--- config.mk ---
export PLATFORM = sky130hd
export DESIGN_NAME = wonce_cache
export DESIGN_NICKNAME = d
export VERILOG_FILES = /design/src/rtl/wc_pkg.sv /design/src/rtl/wc_tag_match.sv /design/src/rtl/wc_line_store.sv /design/src/rtl/wc_ctrl.sv /design/src/rtl/wonce_cache.sv
export SDC_FILE = /design/constraint.sdc
export NUM_CORES = 1
export LEC_CHECK = 0
export BUFFER_PORTS_ARGS = -buffer_cell sky130_fd_sc_hd__buf_2
export CORE_MARGIN = 2
export CORE_UTILIZATION = 45
export CTS_CLUSTER_SIZE = 14
export DETAILED_ROUTE_END_ITERATION = 8
export PLACE_DENSITY_LB_ADDON = 0.3
export REMOVE_ABC_BUFFERS = 1
export SYNTH_ARGS = -nofsm -noshare
export SYNTH_HDL_FRONTEND = slang
export SYNTH_SLANG_ARGS = --single-unit
--- constraint.sdc ---
create_clock -name clk -period 6.12 [get_ports clk]
set_clock_uncertainty 0.05 [all_clocks]
set_input_delay 1.224 -clock clk [delete_from_list [all_inputs] [get_ports clk]]
set_output_delay 1.224 -clock clk [all_outputs]
set_load 0.01 [all_outputs]
--- src/rtl/wc_pkg.sv ---
package wc_pkg;
  typedef enum logic [1:0] {
    LS_INV = 2'd0,
    LS_VAL = 2'd1,
    LS_RSV = 2'd2,
    LS_DRT = 2'd3
  } line_st_e;

  typedef enum logic [2:0] {
    C_IDLE,
    C_VWB,
    C_FILL,
    C_WT,
    C_SWB
  } ctl_st_e;
endpackage

--- src/rtl/wc_tag_match.sv ---
module wc_tag_match #(
  parameter int TAG_W = 6
) (
  input  wc_pkg::line_st_e   st,
  input  logic [TAG_W-1:0]   line_tag,
  input  logic [TAG_W-1:0]   look_tag,
  output logic               hit
);
  assign hit = (st != wc_pkg::LS_INV) && (line_tag == look_tag);
endmodule

--- src/rtl/wc_line_store.sv ---
module wc_line_store #(
  parameter int LINES  = 4,
  parameter int TAG_W  = 6,
  parameter int DATA_W = 16,
  localparam int IDX_W = $clog2(LINES)
) (
  input  logic                clk,
  input  logic                rst,
  input  logic [IDX_W-1:0]    ra_idx,
  output wc_pkg::line_st_e    ra_st,
  output logic [TAG_W-1:0]    ra_tag,
  output logic [DATA_W-1:0]   ra_data,
  input  logic [IDX_W-1:0]    rb_idx,
  output wc_pkg::line_st_e    rb_st,
  output logic [TAG_W-1:0]    rb_tag,
  output logic [DATA_W-1:0]   rb_data,
  input  logic                wr_en,
  input  logic                wr_den,
  input  logic [IDX_W-1:0]    wr_idx,
  input  wc_pkg::line_st_e    wr_st,
  input  logic [TAG_W-1:0]    wr_tag,
  input  logic [DATA_W-1:0]   wr_data
);
  wc_pkg::line_st_e    st_q  [LINES];
  logic [TAG_W-1:0]    tag_q [LINES];
  logic [DATA_W-1:0]   dat_q [LINES];

  always_ff @(posedge clk) begin
    if (rst) begin
      for (int i = 0; i < LINES; i++) st_q[i] <= wc_pkg::LS_INV;
    end else if (wr_en) begin
      st_q[wr_idx] <= wr_st;
    end
  end

  always_ff @(posedge clk) begin
    if (wr_en && wr_den) begin
      tag_q[wr_idx] <= wr_tag;
      dat_q[wr_idx] <= wr_data;
    end
  end

  assign ra_st   = st_q[ra_idx];
  assign ra_tag  = tag_q[ra_idx];
  assign ra_data = dat_q[ra_idx];
  assign rb_st   = st_q[rb_idx];
  assign rb_tag  = tag_q[rb_idx];
  assign rb_data = dat_q[rb_idx];
endmodule

--- src/rtl/wc_ctrl.sv ---
module wc_ctrl #(
  parameter int ADDR_W = 8,
  parameter int DATA_W = 16,
  parameter int IDX_W  = 2,
  localparam int TAG_W = ADDR_W - IDX_W
) (
  input  logic                clk,
  input  logic                rst,
  input  logic                cpu_req,
  input  logic                cpu_we,
  input  logic [ADDR_W-1:0]   cpu_addr,
  input  logic [DATA_W-1:0]   cpu_wdata,
  output logic [DATA_W-1:0]   cpu_rdata,
  output logic                cpu_ready,
  output logic                bus_req,
  output logic                bus_we,
  output logic [ADDR_W-1:0]   bus_addr,
  output logic [DATA_W-1:0]   bus_wdata,
  input  logic [DATA_W-1:0]   bus_rdata,
  input  logic                bus_ack,
  input  logic                snp_valid,
  input  logic                snp_we,
  input  logic [IDX_W-1:0]    snp_idx,
  output logic                snp_abort,
  input  logic                hit_a,
  input  wc_pkg::line_st_e    st_a,
  input  logic [TAG_W-1:0]    tag_a,
  input  logic [DATA_W-1:0]   data_a,
  input  logic                hit_b,
  input  wc_pkg::line_st_e    st_b,
  input  logic [TAG_W-1:0]    tag_b,
  input  logic [DATA_W-1:0]   data_b,
  output logic                lw_en,
  output logic                lw_den,
  output logic [IDX_W-1:0]    lw_idx,
  output wc_pkg::line_st_e    lw_st,
  output logic [TAG_W-1:0]    lw_tag,
  output logic [DATA_W-1:0]   lw_data
);
  import wc_pkg::*;

  ctl_st_e             cs_q, cs_n;
  logic                breq_n, bwe_n, abort_n, rdy_n, swe_q, swe_n, start_miss;
  logic [ADDR_W-1:0]   badr_n;
  logic [DATA_W-1:0]   bwd_n, rdat_n;
  logic [IDX_W-1:0]    sidx_q, sidx_n;
  logic [IDX_W-1:0]    cpu_idx;

  assign cpu_idx = cpu_addr[IDX_W-1:0];

  always_comb begin
    cs_n = cs_q;  breq_n = bus_req;  bwe_n = bus_we;  badr_n = bus_addr;
    bwd_n = bus_wdata;  abort_n = snp_abort;  rdy_n = 1'b0;  rdat_n = cpu_rdata;
    swe_n = swe_q;  sidx_n = sidx_q;  start_miss = 1'b0;
    lw_en = 1'b0;  lw_den = 1'b0;  lw_idx = cpu_idx;  lw_st = LS_INV;
    lw_tag = cpu_addr[ADDR_W-1:IDX_W];  lw_data = cpu_wdata;
    case (cs_q)
      C_IDLE: begin
        if (snp_valid) begin
          if (hit_b) begin
            lw_idx = snp_idx;
            case (st_b)
              LS_DRT: begin
                cs_n = C_SWB;  abort_n = 1'b1;  breq_n = 1'b1;  bwe_n = 1'b1;
                badr_n = {tag_b, snp_idx};  bwd_n = data_b;
                swe_n = snp_we;  sidx_n = snp_idx;
              end
              LS_RSV: begin
                lw_en = 1'b1;  lw_st = snp_we ? LS_INV : LS_VAL;
              end
              default: begin
                lw_en = snp_we;  lw_st = LS_INV;
              end
            endcase
          end
        end else if (cpu_req && !cpu_ready) begin
          if (hit_a) begin
            if (!cpu_we) begin
              rdy_n = 1'b1;  rdat_n = data_a;
            end else begin
              lw_en = 1'b1;  lw_den = 1'b1;
              if (st_a == LS_VAL) begin
                lw_st = LS_RSV;  cs_n = C_WT;  breq_n = 1'b1;  bwe_n = 1'b1;
                badr_n = cpu_addr;  bwd_n = cpu_wdata;
              end else begin
                lw_st = LS_DRT;  rdy_n = 1'b1;
              end
            end
          end else if (st_a == LS_DRT) begin
            cs_n = C_VWB;  breq_n = 1'b1;  bwe_n = 1'b1;
            badr_n = {tag_a, cpu_idx};  bwd_n = data_a;
          end else begin
            start_miss = 1'b1;
          end
        end
      end
      C_VWB: start_miss = bus_ack;
      C_FILL: if (bus_ack) begin
        lw_en = 1'b1;  lw_den = 1'b1;  lw_st = LS_VAL;  lw_data = bus_rdata;
        rdat_n = bus_rdata;  rdy_n = 1'b1;  breq_n = 1'b0;  cs_n = C_IDLE;
      end
      C_WT: if (bus_ack) begin
        rdy_n = 1'b1;  breq_n = 1'b0;  cs_n = C_IDLE;
      end
      C_SWB: if (bus_ack) begin
        lw_en = 1'b1;  lw_idx = sidx_q;  lw_st = swe_q ? LS_INV : LS_VAL;
        abort_n = 1'b0;  breq_n = 1'b0;  cs_n = C_IDLE;
      end
      default: cs_n = C_IDLE;
    endcase
    if (start_miss) begin
      breq_n = 1'b1;  badr_n = cpu_addr;
      if (cpu_we) begin
        cs_n = C_WT;  bwe_n = 1'b1;  bwd_n = cpu_wdata;
        lw_en = 1'b1;  lw_den = 1'b1;  lw_st = LS_RSV;
      end else begin
        cs_n = C_FILL;  bwe_n = 1'b0;
      end
    end
  end

  always_ff @(posedge clk) begin
    if (rst) begin
      cs_q <= C_IDLE;  bus_req <= 1'b0;  bus_we <= 1'b0;  bus_addr <= '0;
      bus_wdata <= '0;  snp_abort <= 1'b0;  cpu_ready <= 1'b0;  cpu_rdata <= '0;
      swe_q <= 1'b0;  sidx_q <= '0;
    end else begin
      cs_q <= cs_n;  bus_req <= breq_n;  bus_we <= bwe_n;  bus_addr <= badr_n;
      bus_wdata <= bwd_n;  snp_abort <= abort_n;  cpu_ready <= rdy_n;
      cpu_rdata <= rdat_n;  swe_q <= swe_n;  sidx_q <= sidx_n;
    end
  end
endmodule

--- src/rtl/wonce_cache.sv ---
module wonce_cache #(
  parameter int ADDR_W = 8,
  parameter int DATA_W = 16,
  parameter int LINES  = 4,
  localparam int IDX_W = $clog2(LINES),
  localparam int TAG_W = ADDR_W - IDX_W
) (
  input  logic                clk,
  input  logic                rst,
  input  logic                cpu_req,
  input  logic                cpu_we,
  input  logic [ADDR_W-1:0]   cpu_addr,
  input  logic [DATA_W-1:0]   cpu_wdata,
  output logic [DATA_W-1:0]   cpu_rdata,
  output logic                cpu_ready,
  output logic                bus_req,
  output logic                bus_we,
  output logic [ADDR_W-1:0]   bus_addr,
  output logic [DATA_W-1:0]   bus_wdata,
  input  logic [DATA_W-1:0]   bus_rdata,
  input  logic                bus_ack,
  input  logic                snp_valid,
  input  logic                snp_we,
  input  logic [ADDR_W-1:0]   snp_addr,
  output logic                snp_abort
);
  wc_pkg::line_st_e   st_a, st_b, lw_st;
  logic [TAG_W-1:0]   tag_a, tag_b, lw_tag;
  logic [DATA_W-1:0]  data_a, data_b, lw_data;
  logic               hit_a, hit_b, lw_en, lw_den;
  logic [IDX_W-1:0]   lw_idx;

  wc_line_store #(.LINES(LINES), .TAG_W(TAG_W), .DATA_W(DATA_W)) u_store (
    .clk(clk), .rst(rst),
    .ra_idx(cpu_addr[IDX_W-1:0]), .ra_st(st_a), .ra_tag(tag_a), .ra_data(data_a),
    .rb_idx(snp_addr[IDX_W-1:0]), .rb_st(st_b), .rb_tag(tag_b), .rb_data(data_b),
    .wr_en(lw_en), .wr_den(lw_den), .wr_idx(lw_idx), .wr_st(lw_st),
    .wr_tag(lw_tag), .wr_data(lw_data)
  );

  wc_tag_match #(.TAG_W(TAG_W)) u_match_cpu (
    .st(st_a), .line_tag(tag_a), .look_tag(cpu_addr[ADDR_W-1:IDX_W]), .hit(hit_a)
  );

  wc_tag_match #(.TAG_W(TAG_W)) u_match_snp (
    .st(st_b), .line_tag(tag_b), .look_tag(snp_addr[ADDR_W-1:IDX_W]), .hit(hit_b)
  );

  wc_ctrl #(.ADDR_W(ADDR_W), .DATA_W(DATA_W), .IDX_W(IDX_W)) u_ctrl (
    .clk(clk), .rst(rst),
    .cpu_req(cpu_req), .cpu_we(cpu_we), .cpu_addr(cpu_addr), .cpu_wdata(cpu_wdata),
    .cpu_rdata(cpu_rdata), .cpu_ready(cpu_ready),
    .bus_req(bus_req), .bus_we(bus_we), .bus_addr(bus_addr), .bus_wdata(bus_wdata),
    .bus_rdata(bus_rdata), .bus_ack(bus_ack),
    .snp_valid(snp_valid), .snp_we(snp_we), .snp_idx(snp_addr[IDX_W-1:0]),
    .snp_abort(snp_abort),
    .hit_a(hit_a), .st_a(st_a), .tag_a(tag_a), .data_a(data_a),
    .hit_b(hit_b), .st_b(st_b), .tag_b(tag_b), .data_b(data_b),
    .lw_en(lw_en), .lw_den(lw_den), .lw_idx(lw_idx), .lw_st(lw_st),
    .lw_tag(lw_tag), .lw_data(lw_data)
  );
endmodule

==> flow_summary.toml <==
[status]
status = "finished clean"

[finish]
final_nets = 822
drive_gt1_frac = 0.294
area_growth_syn_to_layout_pct = 14.9
insertedDiodeCount = 0
fillerInstances = 1511
final_cells = 1005

[drt]
drcViolationCount = 0
avgViaCountPerCell = 6.53
drtAntennaViolNets = 0
drt_iter0_markers = 689
firstDrtPassIters = 5
wl_per_cell_um = 24.5
drt_wl_total_um = 24600
via_count = 6563

[global_routing]
grt-busiest-layer = "met2"
grtUsageMet2 = 0.437
antenna_found_initial = 0
track_usage = 0.270
gr-usage-met1 = 0.343
grt_max_degree = 34
grt_first_pass_wirelength_um = 37400
met3_usage = 0.0648
grt_pass1_vias = 6644
grt.overflow.total = 0

[clock_tree]
cts.sinks = 146
cts_tree = "yes"
clk_pin_slew_ns = 0.06
cts_buffer_depth = 2
cts.htree.levels = 4
hold_buffers = 0
clock-root-buffer = "clkbuf_16"
cts_resized = 0
worst_skew_pair.late_latency_ns = 0.43
cts_setup_buffers = 0
numCtsBuffers = 17

[timing]
finalHoldViolations = 0
period_share = 0.709
min_period_ns = 4.34
slew_viol_final = 0
setup_slack_ns = 1.78
relSlewSlack = 0.227
finalSetupViolCount = 0
grt_setup_unrepaired = "false"
tns_ns = 0
worst_pin_slew_ns = 1.16
max_freq_mhz = 231

[logic_synthesis]
syn-mean-instance-area_sq_um = 11.5
synth_common_cells = "edfxtp_1 (96), nor2_1 (73), dfxtp_1 (50)"
syn-cell-area_sq_um = 7950
synth_edf_count = 96
ys_warn_count = 0
synth_top_cell_area_share = 0.363
synth_area_leaders = "edfxtp_1 (36%), dfxtp_1 (13%), mux4_2 (12%)"
ys_seq_area_frac = 0.488
syn_inst = 689
synth_ff_type = "edfxtp_1"
async_reset_ff_frac = 0
ys_seq_elements = 146
yosys.area.top_type = "edfxtp_1"
ys_types = 69
synth_most_common_cell = "edfxtp_1"

[power]
p_leak_nw = 3.33
ir_drop_v = 0.000207
power_density_nw_per_um2 = 371

[setup_path]
cpPeakStageDelay_ns = 0.68
cp.required_ns = 6.22
crit_slowest_cell = "a221oi_1"
r2r-end = "u_ctrl.bus_addr[4]"
worst_setup_path_start_kind = "primary input"
crit_buf_inv = 2
worstPathMaxFanout = 24
crit_chain = "buf_2, mux4_2, o21ai_1, a211o_4, o21ai_1, a221oi_1, nor3_2, buf_4"
arrival_ns = 4.43
reg2reg_setup_slack_ns = 2.63
r2r_start = "u_ctrl.cs_q[0]"
critPathTopFamily = "compound AO/OA/AOI/OAI gates"
rr_worst_depth = 8
criticalPathCategory = "primary input to flip-flop"
worstSetupEndpointType = "flip-flop"
crit_top_cell = "o21ai_1"
startpoint = "cpu_addr[0]"

[flow_run]
drv_cap = 0

[die]
core_sq_um = 17300
die_area_sq_um = 18700
die_h_um = 137
die_x_um = 137
start_util = 0.460
fp-row-count = 48
io_pins = 99

[placement]
place_ws_ns = 1.41
place.gp.congestion = 0.965
dpl.hpwl_um = 16400
dp_cells = 973
portBuffers = 98

[worst_hold_path]
hold_path_end = "u_ctrl.snp_abort"
holdPathStages = 2
hold_path.class = "flip-flop to flip-flop"
hp-start = "u_ctrl.snp_abort"
through the flow:
step | area, sq um | util | power [mW] | hold WS [ns]
2_1_floorplan | 7680 | - | 1.97 | 0.404
3_3_place_gp | 8590 | 0.497 | 2.38 | 0.398
3_5_place_dp | 8590 | 0.497 | 2.41 | 0.415
4_1_cts | 9140 | 0.528 | 3.38 | 0.422
5_1_grt | 9140 | 0.528 | 3.54 | 0.437
6_report | 9140 | 0.528 | 3.39 | 0.431
report_power, final:
group	leakage [nW]	internal [mW]	switching, mW	total, mW
registers	1.29	1.22	0.106	1.32
clock network	0.257	0.527	0.444	0.971
logic	1.79	0.394	0.704	1.10
cell usage in the layout (no fill, tap or decap), types with 3 or more instances in the layout:
master      synthesis  routed
buf_2              12      98
edfxtp_1           96      96
nor2_1             73      69
dfxtp_1            50      50
nand2_1            47      47
mux4_2             44      44
o21ai_0            39      39
a21oi_1            33      33
mux2i_1            27      27
mux2_2             20      20
a31oi_1            18      18
o211ai_1           17      17
and3_1             17      17
clkbuf_16           0      17
a311oi_1           16      16
o21ai_1            16      16
buf_4               0      16
inv_1              10      10
or3_1               9       9
nand2b_1            8       8
nand3_1             8       8
xnor2_1             7       7
nor2b_1             6       6
a211oi_1            6       6
o2111ai_1           5       5
xor2_1              5       5
clkinvlp_4          0       5
nor3_1              5       4
nor2_2              0       4
a2111oi_0           4       4
inv_6               0       4
and2_1              3       3
nor4_1              3       3
registers in the layout, summed over array words and instances, names as in the netlist:
register          flops
u_ctrl.snp_abort      1
u_ctrl.cs_q           3
u_store.dat_q        64
u_store.tag_q        24
u_store.st_q          8
u_ctrl.bus_wdata     16
u_ctrl.sidx_q         2
u_ctrl.bus_addr       8
u_ctrl.bus_we         1
u_ctrl.cpu_rdata     16
u_ctrl.swe_q          1
u_ctrl.bus_req        1
u_ctrl.cpu_ready      1
worst max path at each step:
stage | slack (ns) | to | cells after the start
2_1_floorplan | 1.07 | u_store.dat_q[1][0] | 7
3_5_place_dp | 1.41 | u_store.dat_q[1][1] | 8
5_1_grt | 1.60 | u_store.tag_q[1][3] | 8
4_1_cts | 1.85 | u_store.tag_q[1][3] | 8
6_report | 1.78 | u_store.dat_q[1][14] | 8
3_3_place_gp | 1.55 | u_store.dat_q[1][13] | 8
routing by layer:
| metal | vias up | part of all wire |
|---|---|---|
| met5 | - | 0 |
| met4 | 0 | 0.028 |
| met3 | 55 | 0.083 |
| met2 | 403 | 0.48 |
| met1 | 3262 | 0.40 |
| li1 | 2843 | - |
tightest hold or removal path: stages, from the launching register on:
cell and delay [ns]:
dfxtp_1 0.31, o21ai_0 0.07, a21oi_1 0.06
kinds of logic (layout without fill, tap and decap cells):
| logic type | after synthesis | after routing | synth area share |
|---|---|---|---|
| buf+inv | 65 | 156 | 0.0382 |
| simple gates | 194 | 194 | 0.116 |
| compound gates | 179 | 179 | 0.153 |
| mux | 92 | 92 | 0.189 |
| flops | 146 | 146 | 0.488 |
| xor+xnor | 13 | 13 | 0.0153 |
cell type report:
| type | instances | area [sq um] | share of cell area |
|---|---|---|---|
| clock buffer | 17 | 425 | 0.0465 |
| clock inverter | 15 | 123 | 0.0134 |
| inverter | 10 | 37.5 | 0.00411 |
| multi-input combinational | 478 | 3780 | 0.413 |
| sequential | 146 | 3880 | 0.425 |
| tap | 225 | 282 | 0.0308 |
| timing repair buffer | 114 | 611 | 0.0668 |
No activity file was read; power rests on OpenSTA's default activity.
